`config.mk`:
```
export PLATFORM = sky130hd
export DESIGN_NAME = spc_setpoint_ctrl
export DESIGN_NICKNAME = d
export VERILOG_FILES = /design/src/rtl/spc_pkg.sv /design/src/rtl/spc_sync.sv /design/src/rtl/spc_pulse_decoder.sv /design/src/rtl/spc_step_engine.sv /design/src/rtl/spc_setpoint_ctrl.sv
export SDC_FILE = /design/constraint.sdc
export NUM_CORES = 1
export LEC_CHECK = 0
export ABC_AREA = 1
export ABC_CLOCK_PERIOD_IN_PS = 3200
export BUFFER_PORTS_ARGS = -buffer_cell sky130_fd_sc_hd__buf_2
export CAP_MARGIN = 10
export CORE_MARGIN = 3
export CORE_UTILIZATION = 25
export DETAILED_ROUTE_END_ITERATION = 10
export PLACE_DENSITY_LB_ADDON = 0.05
export SYNTH_ARGS = -nofsm -noshare
export SYNTH_HDL_FRONTEND = slang
export SYNTH_HIERARCHICAL = 1
export SYNTH_SLANG_ARGS = --single-unit
export TNS_END_PERCENT = 30
```
`constraint.sdc`:
```
create_clock -name clk -period 3.2 [get_ports clk]
set_input_delay 0.64 -clock clk [delete_from_list [all_inputs] [get_ports clk]]
set_output_delay 0.64 -clock clk [all_outputs]
set_load 0.005 [all_outputs]
```
`src/rtl/spc_pkg.sv`:
```
package spc_pkg;
  typedef enum logic [1:0] {
    CMD_NONE    = 2'd0,
    CMD_DOWN    = 2'd1,
    CMD_UP      = 2'd2,
    CMD_RECOVER = 2'd3
  } spc_cmd_e;
endpackage

```
`src/rtl/spc_sync.sv`:
```
module spc_sync #(
  parameter int W      = 1,
  parameter int STAGES = 2
) (
  input  logic         clk,
  input  logic         rst_n,
  input  logic [W-1:0] d,
  output logic [W-1:0] q
);
  logic [W-1:0] stg_q [STAGES];

  always_ff @(posedge clk or negedge rst_n) begin
    if (!rst_n) stg_q[0] <= '0;
    else        stg_q[0] <= d;
  end

  for (genvar i = 1; i < STAGES; i++) begin : g_stage
    always_ff @(posedge clk or negedge rst_n) begin
      if (!rst_n) stg_q[i] <= '0;
      else        stg_q[i] <= stg_q[i-1];
    end
  end

  assign q = stg_q[STAGES-1];
endmodule

```
`src/rtl/spc_pulse_decoder.sv`:
```
module spc_pulse_decoder
  import spc_pkg::*;
(
  input  logic     clk,
  input  logic     rst_n,
  input  logic     en,
  input  logic     strobe_s,
  input  logic     sclk_s,
  output spc_cmd_e cmd
);
  localparam logic [1:0] CNT_SAT = 2'd3;

  logic       strobe_q, sclk_q;
  logic [1:0] cnt_q, cnt_d;
  logic       sclk_fall, stb_rise, stb_fall;

  assign sclk_fall = sclk_q & ~sclk_s;
  assign stb_rise  = strobe_s & ~strobe_q;
  assign stb_fall  = strobe_q & ~strobe_s;

  always_comb begin
    cnt_d = cnt_q;
    cmd   = CMD_NONE;
    if (!en) begin
      cnt_d = '0;
    end else if (stb_rise) begin
      cnt_d = '0;
    end else if (strobe_s && sclk_fall) begin
      if (cnt_q != CNT_SAT) cnt_d = cnt_q + 2'd1;
      if (cnt_q == 2'd1) cmd = CMD_UP;
      if (cnt_q == 2'd2) cmd = CMD_RECOVER;
    end else if (stb_fall && cnt_q == 2'd1) begin
      cmd = CMD_DOWN;
    end
  end

  always_ff @(posedge clk or negedge rst_n) begin
    if (!rst_n) begin
      strobe_q <= 1'b0;
      sclk_q   <= 1'b0;
      cnt_q    <= '0;
    end else begin
      strobe_q <= strobe_s;
      sclk_q   <= sclk_s;
      cnt_q    <= cnt_d;
    end
  end
endmodule

```
`src/rtl/spc_step_engine.sv`:
```
module spc_step_engine
  import spc_pkg::*;
#(
  parameter int CODE_W = 5,
  parameter int PER_W  = 8
) (
  input  logic              clk,
  input  logic              rst_n,
  input  logic              en,
  input  spc_cmd_e          cmd,
  input  logic [CODE_W-1:0] prog_code,
  input  logic [PER_W-1:0]  step_len,
  output logic [CODE_W-1:0] setpoint,
  output logic              busy
);
  localparam logic [CODE_W-1:0] CODE_MAX = {CODE_W{1'b1}};
  localparam logic [PER_W-1:0]  PER_ONE  = PER_W'(1);

  logic [CODE_W-1:0] sp_q, sp_d, base;
  logic [PER_W-1:0]  timer_q, timer_d, period;
  logic              track_q, track_d, rec_q, rec_d;
  logic              ready, rec_want, step, dir_up;

  assign base     = track_q ? prog_code : sp_q;
  assign period   = (step_len == '0) ? PER_ONE : step_len;
  assign ready    = (timer_q <= PER_ONE);
  assign rec_want = rec_q | (cmd == CMD_RECOVER);

  always_comb begin
    sp_d    = sp_q;
    timer_d = (timer_q != '0) ? timer_q - PER_ONE : '0;
    track_d = track_q;
    rec_d   = rec_want;
    step    = 1'b0;
    dir_up  = 1'b0;
    if (!en) begin
      track_d = 1'b1;
      timer_d = '0;
      rec_d   = 1'b0;
    end else if (ready) begin
      if (rec_want) begin
        if (base == prog_code) begin
          rec_d = 1'b0;
        end else begin
          step   = 1'b1;
          dir_up = (base < prog_code);
        end
      end else if (cmd == CMD_UP && base != CODE_MAX) begin
        step   = 1'b1;
        dir_up = 1'b1;
      end else if (cmd == CMD_DOWN && base != '0) begin
        step   = 1'b1;
        dir_up = 1'b0;
      end
    end
    if (step) begin
      sp_d    = dir_up ? base + 1'b1 : base - 1'b1;
      track_d = 1'b0;
      timer_d = period;
    end
  end

  always_ff @(posedge clk or negedge rst_n) begin
    if (!rst_n) begin
      sp_q    <= '0;
      timer_q <= '0;
      track_q <= 1'b1;
      rec_q   <= 1'b0;
    end else begin
      sp_q    <= sp_d;
      timer_q <= timer_d;
      track_q <= track_d;
      rec_q   <= rec_d;
    end
  end

  assign setpoint = base;
  assign busy     = (timer_q > PER_ONE);
endmodule

```
`src/rtl/spc_setpoint_ctrl.sv`:
```
module spc_setpoint_ctrl
  import spc_pkg::*;
#(
  parameter int CODE_W      = 5,
  parameter int PER_W       = 8,
  parameter int SYNC_STAGES = 2
) (
  input  logic              clk,
  input  logic              rst_n,
  input  logic              en,
  input  logic              strobe_i,
  input  logic              sclk_i,
  input  logic [CODE_W-1:0] prog_code_i,
  input  logic [PER_W-1:0]  step_len_i,
  output logic [CODE_W-1:0] setpoint_o,
  output logic              busy_o
);
  logic [1:0] raw_in, sync_out;
  spc_cmd_e   cmd;

  assign raw_in = {strobe_i, sclk_i};

  spc_sync #(.W(2), .STAGES(SYNC_STAGES)) u_sync (
    .clk(clk), .rst_n(rst_n), .d(raw_in), .q(sync_out)
  );

  spc_pulse_decoder u_dec (
    .clk(clk), .rst_n(rst_n), .en(en),
    .strobe_s(sync_out[1]), .sclk_s(sync_out[0]), .cmd(cmd)
  );

  spc_step_engine #(.CODE_W(CODE_W), .PER_W(PER_W)) u_eng (
    .clk(clk), .rst_n(rst_n), .en(en), .cmd(cmd),
    .prog_code(prog_code_i), .step_len(step_len_i),
    .setpoint(setpoint_o), .busy(busy_o)
  );
endmodule

```
==> summary.txt, run 1 <==
CTS
--------------------------------------------------------------------------------------
CTS clock-pin slew for the worst setup and hold paths                          0.08 ns
Total CTS buffers                                                                    3
Max Buffers Root-to-Sink                                                             2
Cell at the root of the clock tree                                            clkbuf_8
TritonCTS Sinks                                                                     23
Later-pin clock latency in the skew report                                     0.26 ns
Clock tree from TritonCTS                                                         done
Number of hold buffers added after cts                                               0
H-tree Lvls                                                                          1

TIMING
--------------------------------------------------------------------------------------
RSZ-0062 raised after global routing                                             false
Final Cycle Share                                                                88.9%
Max Clk Rate                                                                   352 MHz
Maximum clock skew at final layout                                          0.00379 ns
Worst rel slew slack                                                             63.9%
Number of failing setup endpoints in the final timing report                         0
Worst Tran Pin Value                                                          0.542 ns
Max Transition Viols Final                                                           0
Accumulated negative setup slack                                                  0 ns
Min cycle time layout                                                          2.84 ns
Final Hold Fails                                                                     0

CRITICAL PATH
--------------------------------------------------------------------------------------
Launching point of the worst reg2reg path                                 u_dec/cnt_q[0]
Crit-path most repeated cell                                                   nand2_1
Cell count of the worst reg-to-reg path                                             16
Buffers plus inverters on the worst setup path                                       2
Largest driver fanout on the critical path                                           5
Crit-path cells                                                           bufinv_8 -> ha_1 -> nor3_2 -> nand2_1 -> o21bai_2 -> nand2_1 -> nand2_2 -> fa_1 -> nand3_1 -> nand2_1 -> xnor2_1 -> nand3_1 -> nand2_1 -> inv_1 -> nand2_1 -> nand2_1
Cell depth of the worst setup path                                                  16
Arrival time of data at the critical path endpoint                             3.01 ns
Worst-path cell with the longest stage delay                                      fa_1
Kind of start point of the critical path                                      register
Max incr delay on CP                                                           0.41 ns
Family with the most delay on the worst path                              simple AND/OR/NAND/NOR gates
Data required time at the worst endpoint                                       3.36 ns
Crit Path Class                                                           register to register
Sort of element at the end of the critical path                               register
Launch point of the worst path                                            u_dec/cnt_q[0]

GRT
--------------------------------------------------------------------------------------
Final global-route overflow total                                                    0
Busiest metal layer after global routing                                          met2
Met3 usage                                                                       2.37%
Antenna violations before repair                                                     0
Global routing usage on met1                                                     15.3%
Met2 GRT Util                                                                    18.1%
Total track usage                                                                11.1%
Global-route wire length before repair                                         6.60 mm
Largest net degree at the start of global routing                                   24
Vias in the first global route                                                    1382

PWR
--------------------------------------------------------------------------------------
Switching Share                                                                  39.5%
Power density over the cells                                               508 mW/mm^2
Part of the total power dissipated in combinational logic                        44.4%
Reg power frac                                                                   37.2%
Cell-internal power                                                           0.603 mW
Switching power of the nets                                                   0.393 mW
Worst IR drop on VDD                                                            197 uV
Leakage component of the power                                                 1.05 nW
Clock share of power                                                             18.4%

PLACED DESIGN
--------------------------------------------------------------------------------------
DP Cell Count                                                                      318
Weighted congestion reported at the end of routability-driven placement          0.721
Post-DP HPWL                                                                   3.14 mm
Placement Cell Area                                                       0.00189 mm^2
Port Buf Inserts                                                                    23

FLOORPLANNING
--------------------------------------------------------------------------------------
# IOs                                                                               24
Number of rows in the core area                                                     28
Floorplan Core Area                                                       0.00617 mm^2
Vertical extent of the die                                                     87.3 um
Die area                                                                  0.00761 mm^2
Die span in x                                                                  87.3 um
Initial Util                                                                     26.8%

YOSYS
--------------------------------------------------------------------------------------
Area share of the leading cell type in the synthesized netlist                   33.4%
Synth Warn #                                                                         6
Register area share after synthesis                                              35.0%
Number of enable flip-flop cells after synthesis                                     0
Number of storage elements in the synthesis netlist                                 23
Synth Area per Inst                                                          7.64 um^2
Net count of the mapped netlist                                                    248
Post-synth top flop                                                            dfrtp_1
Async SR Flop Fraction                                                            100%
Leading cell types by total area after synthesis                          dfrtp_1, nand2_1, ha_1
Distinct cells, synth                                                               31
Largest area contributor in the netlist                                        dfrtp_1
Mapped cell area                                                          0.00165 mm^2
Synthesized instance count                                                         216

DRT
--------------------------------------------------------------------------------------
Post-DRT Antenna Nets                                                                0
Average vias per placed instance                                                  4.23
Detailed Routing Iterations Pass 1                                                   4
First-iteration detailed-routing DRC count                                          36
WL final                                                                       3.92 mm
Vias                                                                              1369
DRC Markers                                                                          0
Wirelength per Cell                                                            12.1 um

LAYOUT
--------------------------------------------------------------------------------------
Finished Core Util                                                               31.8%
Final nets                                                                         282
Commonest non-fill, non-tap cell in the layout                                 nand2_1
Final design instance area without fill                                   0.00196 mm^2
Leading cell types in the layout, fill and taps excluded                  nand2_1, inv_1, buf_2, dfrtp_1, nor2_1
Fraction of layout cells with a size suffix above 1                              24.9%
Fin cells                                                                          324
Area growth, synth to finish                                                     18.8%
Diode count                                                                          0

MIN PATH
--------------------------------------------------------------------------------------
Path category of the worst min-delay check                                primary input to async pin

FLOW RUN
--------------------------------------------------------------------------------------
Total of max-cap violations                                                          0

OUTCOME
--------------------------------------------------------------------------------------
Outcome                                                                   complete, no violations

Yosys cell counts, drive strengths merged (2+ instances only):
master,instances
inv,28
nand2,75
nand3,14
nand4,5
dfrtp,22
nor2,21
xor2,5
nor3,2
xnor2,3
a21oi,10
ha,13
or2,3
buf,3
o21ai,4
routing by layer:
metal	vias to the layer above	wire, um	part of all wire (%)
met4	0	19	0.48
met5	-	0	0
met2	10	1770	45
li1	745	-	-
met1	612	2050	52
met3	2	86	2.2
power groups by stage:
stage | clock (mW) | sequential, mW | combinational (mW)
after floorplan | 0 | 0.369 | 0.335
after global placement | 0 | 0.377 | 0.445
after detailed placement | 0 | 0.376 | 0.442
after CTS | 0.197 | 0.371 | 0.446
after global routing | 0.209 | 0.376 | 0.508
final | 0.183 | 0.370 | 0.442
flip-flops by register name, indices dropped and copies added, names as in the netlist:
name / count
u_dec/sclk_q: 1
u_dec/strobe_q: 1
u_dec/cnt_q: 2
u_sync/stg_q: 2
u_eng/timer_q: 8
u_eng/rec_q: 1
u_sync/q: 2
u_eng/sp_q: 5
u_eng/track_q: 1
final cells by class:
| class | instances | area, um^2 |
|---|---|---|
| sequential | 23 | 577 |
| fill | 675 | 4210 |
| tap | 75 | 93.8 |
| inverter | 29 | 123 |
| multi-input combinational | 161 | 940 |
| clock buffer | 4 | 45.0 |
| timing repair buffer | 32 | 183 |
through the flow:
stage          worst slack (ns)  power, mW  hold WS, ns
6_report                  0.356      0.995        0.350
5_1_grt                  0.0337       1.09        0.375
4_1_cts                   0.171       1.01        0.358
3_5_place_dp              0.166      0.819        0.337
3_3_place_gp              0.213      0.822        0.334
2_1_floorplan             0.352      0.704        0.331
repair_timing:
| action | in CTS | in global routing |
|---|---|---|
| gates resized for setup | 0 | 3 |
| setup endpoints to repair | 0 | 2 |
| setup buffers | 0 | 2 |
worst paths after layout:
check	endpoint	slack, ns
worst max-delay path	u_eng/sp_q[4]	0.36
worst min-delay path	u_sync/stg_q[2]	0.35
worst max register to register	u_eng/sp_q[4]	0.36
worst min register to register	u_sync/q[1]	0.35
max in group asynchronous	u_eng/track_q	2.48
min in group clk	u_sync/q[1]	0.35
logic make-up after synthesis:
kind of cell | count (synthesis) | share of synthesized area, %
AND/OR/NAND/NOR | 122 | 33.9
adder cells (fa/ha/maj) | 14 | 11.1
buffers and inverters | 32 | 8.79
XOR/XNOR | 8 | 4.25
flip-flops | 23 | 35.0
AO/OA/AOI/OAI | 17 | 7.05
Note: power is estimated with default switching activity, not from simulation.
==> run 2, diff against run 1 <==
--- a/config.mk
+++ b/config.mk
@@ -6,15 +6,15 @@
 export NUM_CORES = 1
 export LEC_CHECK = 0
 export ABC_AREA = 1
-export ABC_CLOCK_PERIOD_IN_PS = 3200
+export ABC_CLOCK_PERIOD_IN_PS = 2650
 export BUFFER_PORTS_ARGS = -buffer_cell sky130_fd_sc_hd__buf_2
 export CAP_MARGIN = 10
 export CORE_MARGIN = 3
-export CORE_UTILIZATION = 25
+export CORE_UTILIZATION = 35
 export DETAILED_ROUTE_END_ITERATION = 10
 export PLACE_DENSITY_LB_ADDON = 0.05
 export SYNTH_ARGS = -nofsm -noshare
 export SYNTH_HDL_FRONTEND = slang
 export SYNTH_HIERARCHICAL = 1
 export SYNTH_SLANG_ARGS = --single-unit
-export TNS_END_PERCENT = 30
+export TNS_END_PERCENT = 5
==> constraint.sdc (replaced) <==
create_clock -name clk -period 2.65 [get_ports clk]
set_input_delay 0.53 -clock clk [delete_from_list [all_inputs] [get_ports clk]]
set_output_delay 0.53 -clock clk [all_outputs]
set_load 0.005 [all_outputs]
==> summary.txt, run 2 (synthesized netlist as in run 1, its figures left out) <==
PLACED DESIGN
--------------------------------------------------------------------------------------
Placement Cell Area                                                       0.00200 mm^2   +5.8%
Post-placement setup slack                                                   -0.167 ns   -0.333 ns
Post-DP HPWL                                                                   2.91 mm   -7.3%
Weighted congestion reported at the end of routability-driven placement          0.737   +2.2%
Port Buf Inserts                                                                    23   unchanged

CRITICAL PATH
--------------------------------------------------------------------------------------
Buffers plus inverters on the worst setup path                                       2   unchanged
Crit-path cells                                                           buf_6 -> nand2_1 -> nand2_2 -> ha_4 -> nand2_2 -> nor2_2 -> nor2_1 -> nand2_1 -> a21oi_2 -> nand2_4 -> fa_2 -> nand3_2 -> nand2_2 -> xnor2_2 -> nand3_1 -> nand2_1 -> inv_1 -> nand2_1 -> nand2_1
Data required time at the worst endpoint                                       2.81 ns   -0.55 ns
Kind of start point of the critical path                                      register
Crit Path Class                                                           register to register
Largest driver fanout on the critical path                                           6   +1
Max incr delay on CP                                                           0.62 ns   +0.21 ns
Family with the most delay on the worst path                              simple AND/OR/NAND/NOR gates
Arrival time of data at the critical path endpoint                             2.90 ns   -0.11 ns
Reg-to-reg slack, setup                                                       -0.09 ns   -0.44 ns
Crit-path most repeated cell                                                   nand2_1
Worst-path cell with the longest stage delay                                   dfstp_2
Sort of element at the end of the critical path                               register
Launch point of the worst path                                            u_eng/track_q
Launching point of the worst reg2reg path                                 u_eng/track_q

TIMING
--------------------------------------------------------------------------------------
RSZ-0062 raised after global routing                                              true
Min cycle time layout                                                          2.74 ns   -0.107 ns
Least setup slack across all paths after layout                             -0.0877 ns   -0.443 ns
Max Transition Viols Final                                                           0   unchanged
Max Clk Rate                                                                   365 MHz   +3.9%
Worst rel slew slack                                                             66.5%   +2.6 points
Final Cycle Share                                                                 103%   +14 points
Maximum clock skew at final layout                                          0.00832 ns   +0.00454 ns
Number of failing setup endpoints in the final timing report                         2   +2
Final Hold Fails                                                                     0   unchanged
Worst Tran Pin Value                                                          0.503 ns   -0.0386 ns

DRT
--------------------------------------------------------------------------------------
Average vias per placed instance                                                  4.50   +6.5%
WL final                                                                       3.59 mm   -8.3%
First-iteration detailed-routing DRC count                                          30   -17%
DRC Markers                                                                          0   unchanged
Detailed Routing Iterations Pass 1                                                   4   unchanged
Wirelength per Cell                                                            11.4 um   -5.4%
Post-DRT Antenna Nets                                                                0   unchanged
Vias                                                                              1413   +3.2%

OUTCOME
--------------------------------------------------------------------------------------
Violations in the final reports                                           setup timing
Outcome                                                                   finished with violations

MIN PATH
--------------------------------------------------------------------------------------
Path category of the worst min-delay check                                primary input to async pin

LAYOUT
--------------------------------------------------------------------------------------
Final design instance area without fill                                   0.00220 mm^2   +12%
Commonest non-fill, non-tap cell in the layout                                 nand2_1
Final nets                                                                         295   +4.6%
Fraction of layout cells with a size suffix above 1                              38.2%   +13 points
Diode count                                                                          0   unchanged
Register with the highest flop count                                      u_eng/timer_q
Biggest regs                                                              u_eng/timer_q (8), u_eng/sp_q (5)
Area growth, synth to finish                                                     33.5%
Finished Core Util                                                               49.6%   +18 points
Max reg flops                                                                        8   unchanged
Leading cell types in the layout, fill and taps excluded                  nand2_1, inv_1, buf_2, dfrtp_1, buf_4

GRT
--------------------------------------------------------------------------------------
Total track usage                                                                14.1%   +2.9 points
Antenna violations before repair                                                     0   unchanged
Final global-route overflow total                                                    0   unchanged
Vias in the first global route                                                    1298   -6.1%
Largest net degree at the start of global routing                                   24   unchanged
Global-route wire length before repair                                         6.06 mm   -8.3%

PWR
--------------------------------------------------------------------------------------
Cell-internal power                                                           0.751 mW   +25%
Leakage component of the power                                                 1.17 nW   +11%
Reg power frac                                                                   36.4%   -0.8 points
Part of the total power dissipated in combinational logic                        46.0%   +1.6 points
Switching power of the nets                                                   0.479 mW   +22%
Clock share of power                                                             17.6%   -0.8 points
Worst IR drop on VDD                                                            292 uV   +48%
Power density over the cells                                               558 mW/mm^2   +10%
Overall Power                                                                  1.23 mW   +24%
Switching Share                                                                  39.0%   -0.49 points

FLOW RUN
--------------------------------------------------------------------------------------
Total of max-cap violations                                                          0   unchanged

FLOORPLANNING
--------------------------------------------------------------------------------------
Initial Util                                                                     37.1%   +10 points
Die span in x                                                                  74.7 um   -14%
Floorplan Core Area                                                       0.00444 mm^2   -28%
# IOs                                                                               24   unchanged
Vertical extent of the die                                                     74.7 um   -14%
Die area                                                                  0.00557 mm^2   -27%
Number of rows in the core area                                                     24   -14%

CTS
--------------------------------------------------------------------------------------
Cell at the root of the clock tree                                            clkbuf_8
Max Buffers Root-to-Sink                                                             2   unchanged
H-tree Lvls                                                                          1   unchanged
CTS clock-pin slew for the worst setup and hold paths                          0.09 ns   about the same
Clock tree from TritonCTS                                                         done
Later-pin clock latency in the skew report                                     0.26 ns   about the same
Total CTS buffers                                                                    3   unchanged
TritonCTS Sinks                                                                     23   unchanged

[run 2: cell count changes in the layout (fill, tap and decap cells not counted), moves of 3 or more]
| cell | before | now |
|---|---|---|
| nand2_2 | 7 | 14 |
| ha_4 | 0 | 6 |
| buf_4 | 9 | 21 |
| ha_1 | 13 | 7 |
| nand2_4 | 0 | 3 |
| nand2_1 | 68 | 58 |
[run 2: final timing paths]
kind	cells after the start	end
max in group asynchronous	1	u_eng/track_q
hold reg to reg	0	u_sync/q[0]
setup reg to reg	19	u_eng/sp_q[4]
min in group clk	0	u_sync/q[0]
setup / recovery	19	u_eng/sp_q[4]
hold / removal	1	u_eng/timer_q[5]
[run 2: power groups by stage]
stage	registers, mW	clock network, mW	logic, mW
final	0.448	0.217	0.565
after global routing	0.457	0.240	0.656
after CTS	0.448	0.230	0.556
after detailed placement	0.454	0	0.543
after global placement	0.455	0	0.543
after floorplan	0.445	0	0.414
[run 2: timing repair]
action,4_1_cts,5_1_grt
gates resized for setup,13,12
pin swaps,7,11
endpoints found under the setup margin,3,3
endpoints found under the hold margin,0,0
buffers inserted,2,2
hold buffers,0,0
[run 2: stage by stage]
stage / hold slack [ns] / cells / TNS [ns]
3_3_place_gp: 0.334 / 306 / -0.224
3_5_place_dp: 0.336 / 306 / -0.219
5_1_grt: 0.255 / 314 / -0.512
4_1_cts: 0.232 / 312 / -0.112
6_report: 0.222 / 314 / -0.129
2_1_floorplan: 0.234 / 216 / -0.0517
[run 2: layout make-up]
type	count	area [um^2]
Sequential cell	23	577
Tap cell	52	65.1
Clock inverter	1	7.51
Multi-Input combinational cell	161	1100
Inverter	29	125
Clock buffer	3	41.3
Timing Repair Buffer	45	284
Fill cell	453	2240
[run 2: worst register-to-register path, stage by stage (launching register included)]
cell and delay [ns]:
dfstp_2 0.62, buf_6 0.12, nand2_1 0.05, nand2_2 0.10
ha_4 0.21, nand2_2 0.08, nor2_2 0.05, nor2_1 0.08
nand2_1 0.07, a21oi_2 0.20, nand2_4 0.11, fa_2 0.36
nand3_2 0.07, nand2_2 0.07, xnor2_2 0.18, nand3_1 0.09
nand2_1 0.07, inv_1 0.03, nand2_1 0.05, nand2_1 0.04
[run 2: layer usage]
layer / vias up / global-route usage, % / part of all wire [%]
met3: 2 / 2.00 / 2.4
met4: 0 / 2.96 / 0.36
met2: 14 / 19.3 / 43
met1: 625 / 23.1 / 54
met5: - / 0 / 0
li1: 772 / - / -
==> run 3, diff against run 2 <==
--- a/config.mk
+++ b/config.mk
@@ -9,8 +9,10 @@
 export ABC_CLOCK_PERIOD_IN_PS = 2650
 export BUFFER_PORTS_ARGS = -buffer_cell sky130_fd_sc_hd__buf_2
 export CAP_MARGIN = 10
+export CELL_PAD_IN_SITES_DETAIL_PLACEMENT = 2
+export CELL_PAD_IN_SITES_GLOBAL_PLACEMENT = 2
 export CORE_MARGIN = 3
-export CORE_UTILIZATION = 35
+export CORE_UTILIZATION = 33
 export DETAILED_ROUTE_END_ITERATION = 10
 export PLACE_DENSITY_LB_ADDON = 0.05
 export SYNTH_ARGS = -nofsm -noshare
==> summary.txt, run 3 (synthesized netlist as in run 1, its figures left out) <==
CTS
--------------------------------------------------------------------------------------
Number of hold buffers added after cts                                               0   unchanged
Clock tree from TritonCTS                                                         done
CTS clock-pin slew for the worst setup and hold paths                          0.09 ns   about the same
H-tree Lvls                                                                          1   unchanged
Cell at the root of the clock tree                                            clkbuf_8
Total CTS buffers                                                                    3   unchanged
Later-pin clock latency in the skew report                                     0.27 ns   about the same
Max Buffers Root-to-Sink                                                             2   unchanged
TritonCTS Sinks                                                                     23   unchanged

PWR
--------------------------------------------------------------------------------------
Leakage component of the power                                                 1.18 nW   +1.3%
Overall Power                                                                  1.35 mW   +9.6%
Worst IR drop on VDD                                                            353 uV   +21%
Power density over the cells                                               592 mW/mm^2   +6.0%

OUTCOME
--------------------------------------------------------------------------------------
Outcome                                                                   finished with violations
Violations in the final reports                                           setup timing

MIN PATH
--------------------------------------------------------------------------------------
Path category of the worst min-delay check                                primary input to async pin

GRT
--------------------------------------------------------------------------------------
Final global-route overflow total                                                    0   unchanged
Vias in the first global route                                                    1848   +42%
Total track usage                                                                19.4%   +5.4 points
Largest net degree at the start of global routing                                   24   unchanged
Global-route wire length before repair                                         9.16 mm   +51%
Antenna violations before repair                                                     0   unchanged

CRITICAL PATH
--------------------------------------------------------------------------------------
Largest driver fanout on the critical path                                           6   unchanged
Arrival time of data at the critical path endpoint                             3.14 ns   +0.24 ns
Launch point of the worst path                                            u_eng/track_q
Kind of start point of the critical path                                      register
Family with the most delay on the worst path                              simple AND/OR/NAND/NOR gates
Crit-path most repeated cell                                                   nand2_1
Sort of element at the end of the critical path                               register
Max incr delay on CP                                                           0.62 ns   about the same
Crit-path cells                                                           inv_4 -> nand2_2 -> nand2_2 -> ha_4 -> a21oi_2 -> nand2_1 -> nand2_1 -> nand2_2 -> a21oi_4 -> nand2_4 -> fa_2 -> nand3_2 -> nand2_2 -> xnor2_2 -> nand3_1 -> nand2_1 -> inv_1 -> nand2_1 -> nand2_1
Buffers plus inverters on the worst setup path                                       2   unchanged
Cell count of the worst reg-to-reg path                                             19   unchanged
Cell depth of the worst setup path                                                  19   unchanged
Launching point of the worst reg2reg path                                 u_eng/track_q
Crit Path Class                                                           register to register
Worst-path cell with the longest stage delay                                   dfstp_2
Data required time at the worst endpoint                                       2.81 ns   about the same

PLACED DESIGN
--------------------------------------------------------------------------------------
Post-DP HPWL                                                                   4.21 mm   +45%
Port Buf Inserts                                                                    23   unchanged
Post-placement setup slack                                                   -0.453 ns   -0.286 ns
Placement Cell Area                                                       0.00203 mm^2   +1.3%
Weighted congestion reported at the end of routability-driven placement          0.786   +6.6%

TIMING
--------------------------------------------------------------------------------------
Final Cycle Share                                                                 112%   +9.2 points
Maximum clock skew at final layout                                          0.00291 ns   -0.00541 ns
Accumulated negative setup slack                                             -0.622 ns   -0.493 ns
RSZ-0062 raised after global routing                                              true
Worst Tran Pin Value                                                          0.533 ns   +0.0296 ns
Max Clk Rate                                                                   336 MHz   -8.1%
Number of failing setup endpoints in the final timing report                         3   +1
Max Transition Viols Final                                                           0   unchanged
Final Hold Fails                                                                     0   unchanged
Least setup slack across all paths after layout                              -0.330 ns   -0.243 ns
Worst rel slew slack                                                             64.5%   -2.0 points
Min cycle time layout                                                          2.98 ns   +0.243 ns

FLOORPLANNING
--------------------------------------------------------------------------------------
Floorplan Core Area                                                       0.00479 mm^2   +7.7%
Initial Util                                                                     34.5%   -2.7 points
Vertical extent of the die                                                     76.7 um   +2.7%
Number of rows in the core area                                                     25   +4.2%
# IOs                                                                               24   unchanged
Die span in x                                                                  76.7 um   +2.7%
Die area                                                                  0.00589 mm^2   +5.6%

LAYOUT
--------------------------------------------------------------------------------------
Final design instance area without fill                                   0.00228 mm^2   +3.4%
Area growth, synth to finish                                                     38.0%
Diode count                                                                          0   unchanged
Fraction of layout cells with a size suffix above 1                              40.8%   +2.7 points
Leading cell types in the layout, fill and taps excluded                  nand2_1, buf_4, inv_1, buf_2, dfrtp_1
Biggest regs                                                              u_eng/timer_q (8), u_eng/sp_q (5)
Max reg flops                                                                        8   unchanged
Final nets                                                                         300   +1.7%
Commonest non-fill, non-tap cell in the layout                                 nand2_1
Register with the highest flop count                                      u_eng/timer_q

DRT
--------------------------------------------------------------------------------------
Post-DRT Antenna Nets                                                                0   unchanged
Detailed Routing Iterations Pass 1                                                   4   unchanged
DRC Markers                                                                          0   unchanged
First-iteration detailed-routing DRC count                                          38   +27%
Vias                                                                              1638   +16%
WL final                                                                       5.89 mm   +64%
Average vias per placed instance                                                  4.90   +9.0%
Wirelength per Cell                                                            17.6 um   +54%

FLOW RUN
--------------------------------------------------------------------------------------
Total of max-cap violations                                                          0   unchanged

==> run 3: power by group <==
group          leakage, nW  internal, mW  switching, mW
clock network       0.0255         0.105          0.118
registers            0.292         0.406         0.0503
logic                0.865         0.264          0.405
==> run 3: layout make-up <==
type | instances | area, um^2
fill | 578 | 2510
multi-input combinational | 161 | 1120
sequential | 23 | 577
timing repair buffer | 50 | 322
inverter | 29 | 125
tap | 67 | 83.8
clock buffer | 3 | 41.3
clock inverter | 1 | 5.00
==> run 3: what timing repair did <==
item / in CTS / in global routing
buffers inserted: 3 / 5
pin swaps: 5 / 15
gates cloned: 0 / 0
endpoints found under the setup margin: 3 / 4
gates resized for setup: 13 / 16
==> run 3: stage by stage <==
step                      util, %  cells  hold slack (ns)
after floorplan                 -    216            0.234
after global placement       42.3    322            0.336
after detailed placement     42.3    322            0.337
after CTS                    45.3    329            0.243
after global routing         47.6    334            0.256
final                        47.6    334            0.228
==> run 3: final timing paths <==
kind / endpoint / slack [ns]
min in group clk: u_sync/q[0] / 0.36
max in group asynchronous: u_eng/track_q / 2.05
worst max register to register: u_eng/sp_q[4] / -0.33
worst min register to register: u_sync/q[0] / 0.36
worst max-delay path: u_eng/sp_q[4] / -0.33
worst min-delay path: u_dec/sclk_q / 0.23
==> run 3: layer usage <==
layer / track usage [%] / wire, um / up-vias
met4: 2.72 / 116 / 0
met1: 22.6 / 2390 / 822
met2: 37.8 / 3190 / 21
li1: - / - / 784
met3: 3.05 / 194 / 11
met5: 0 / 0 / -
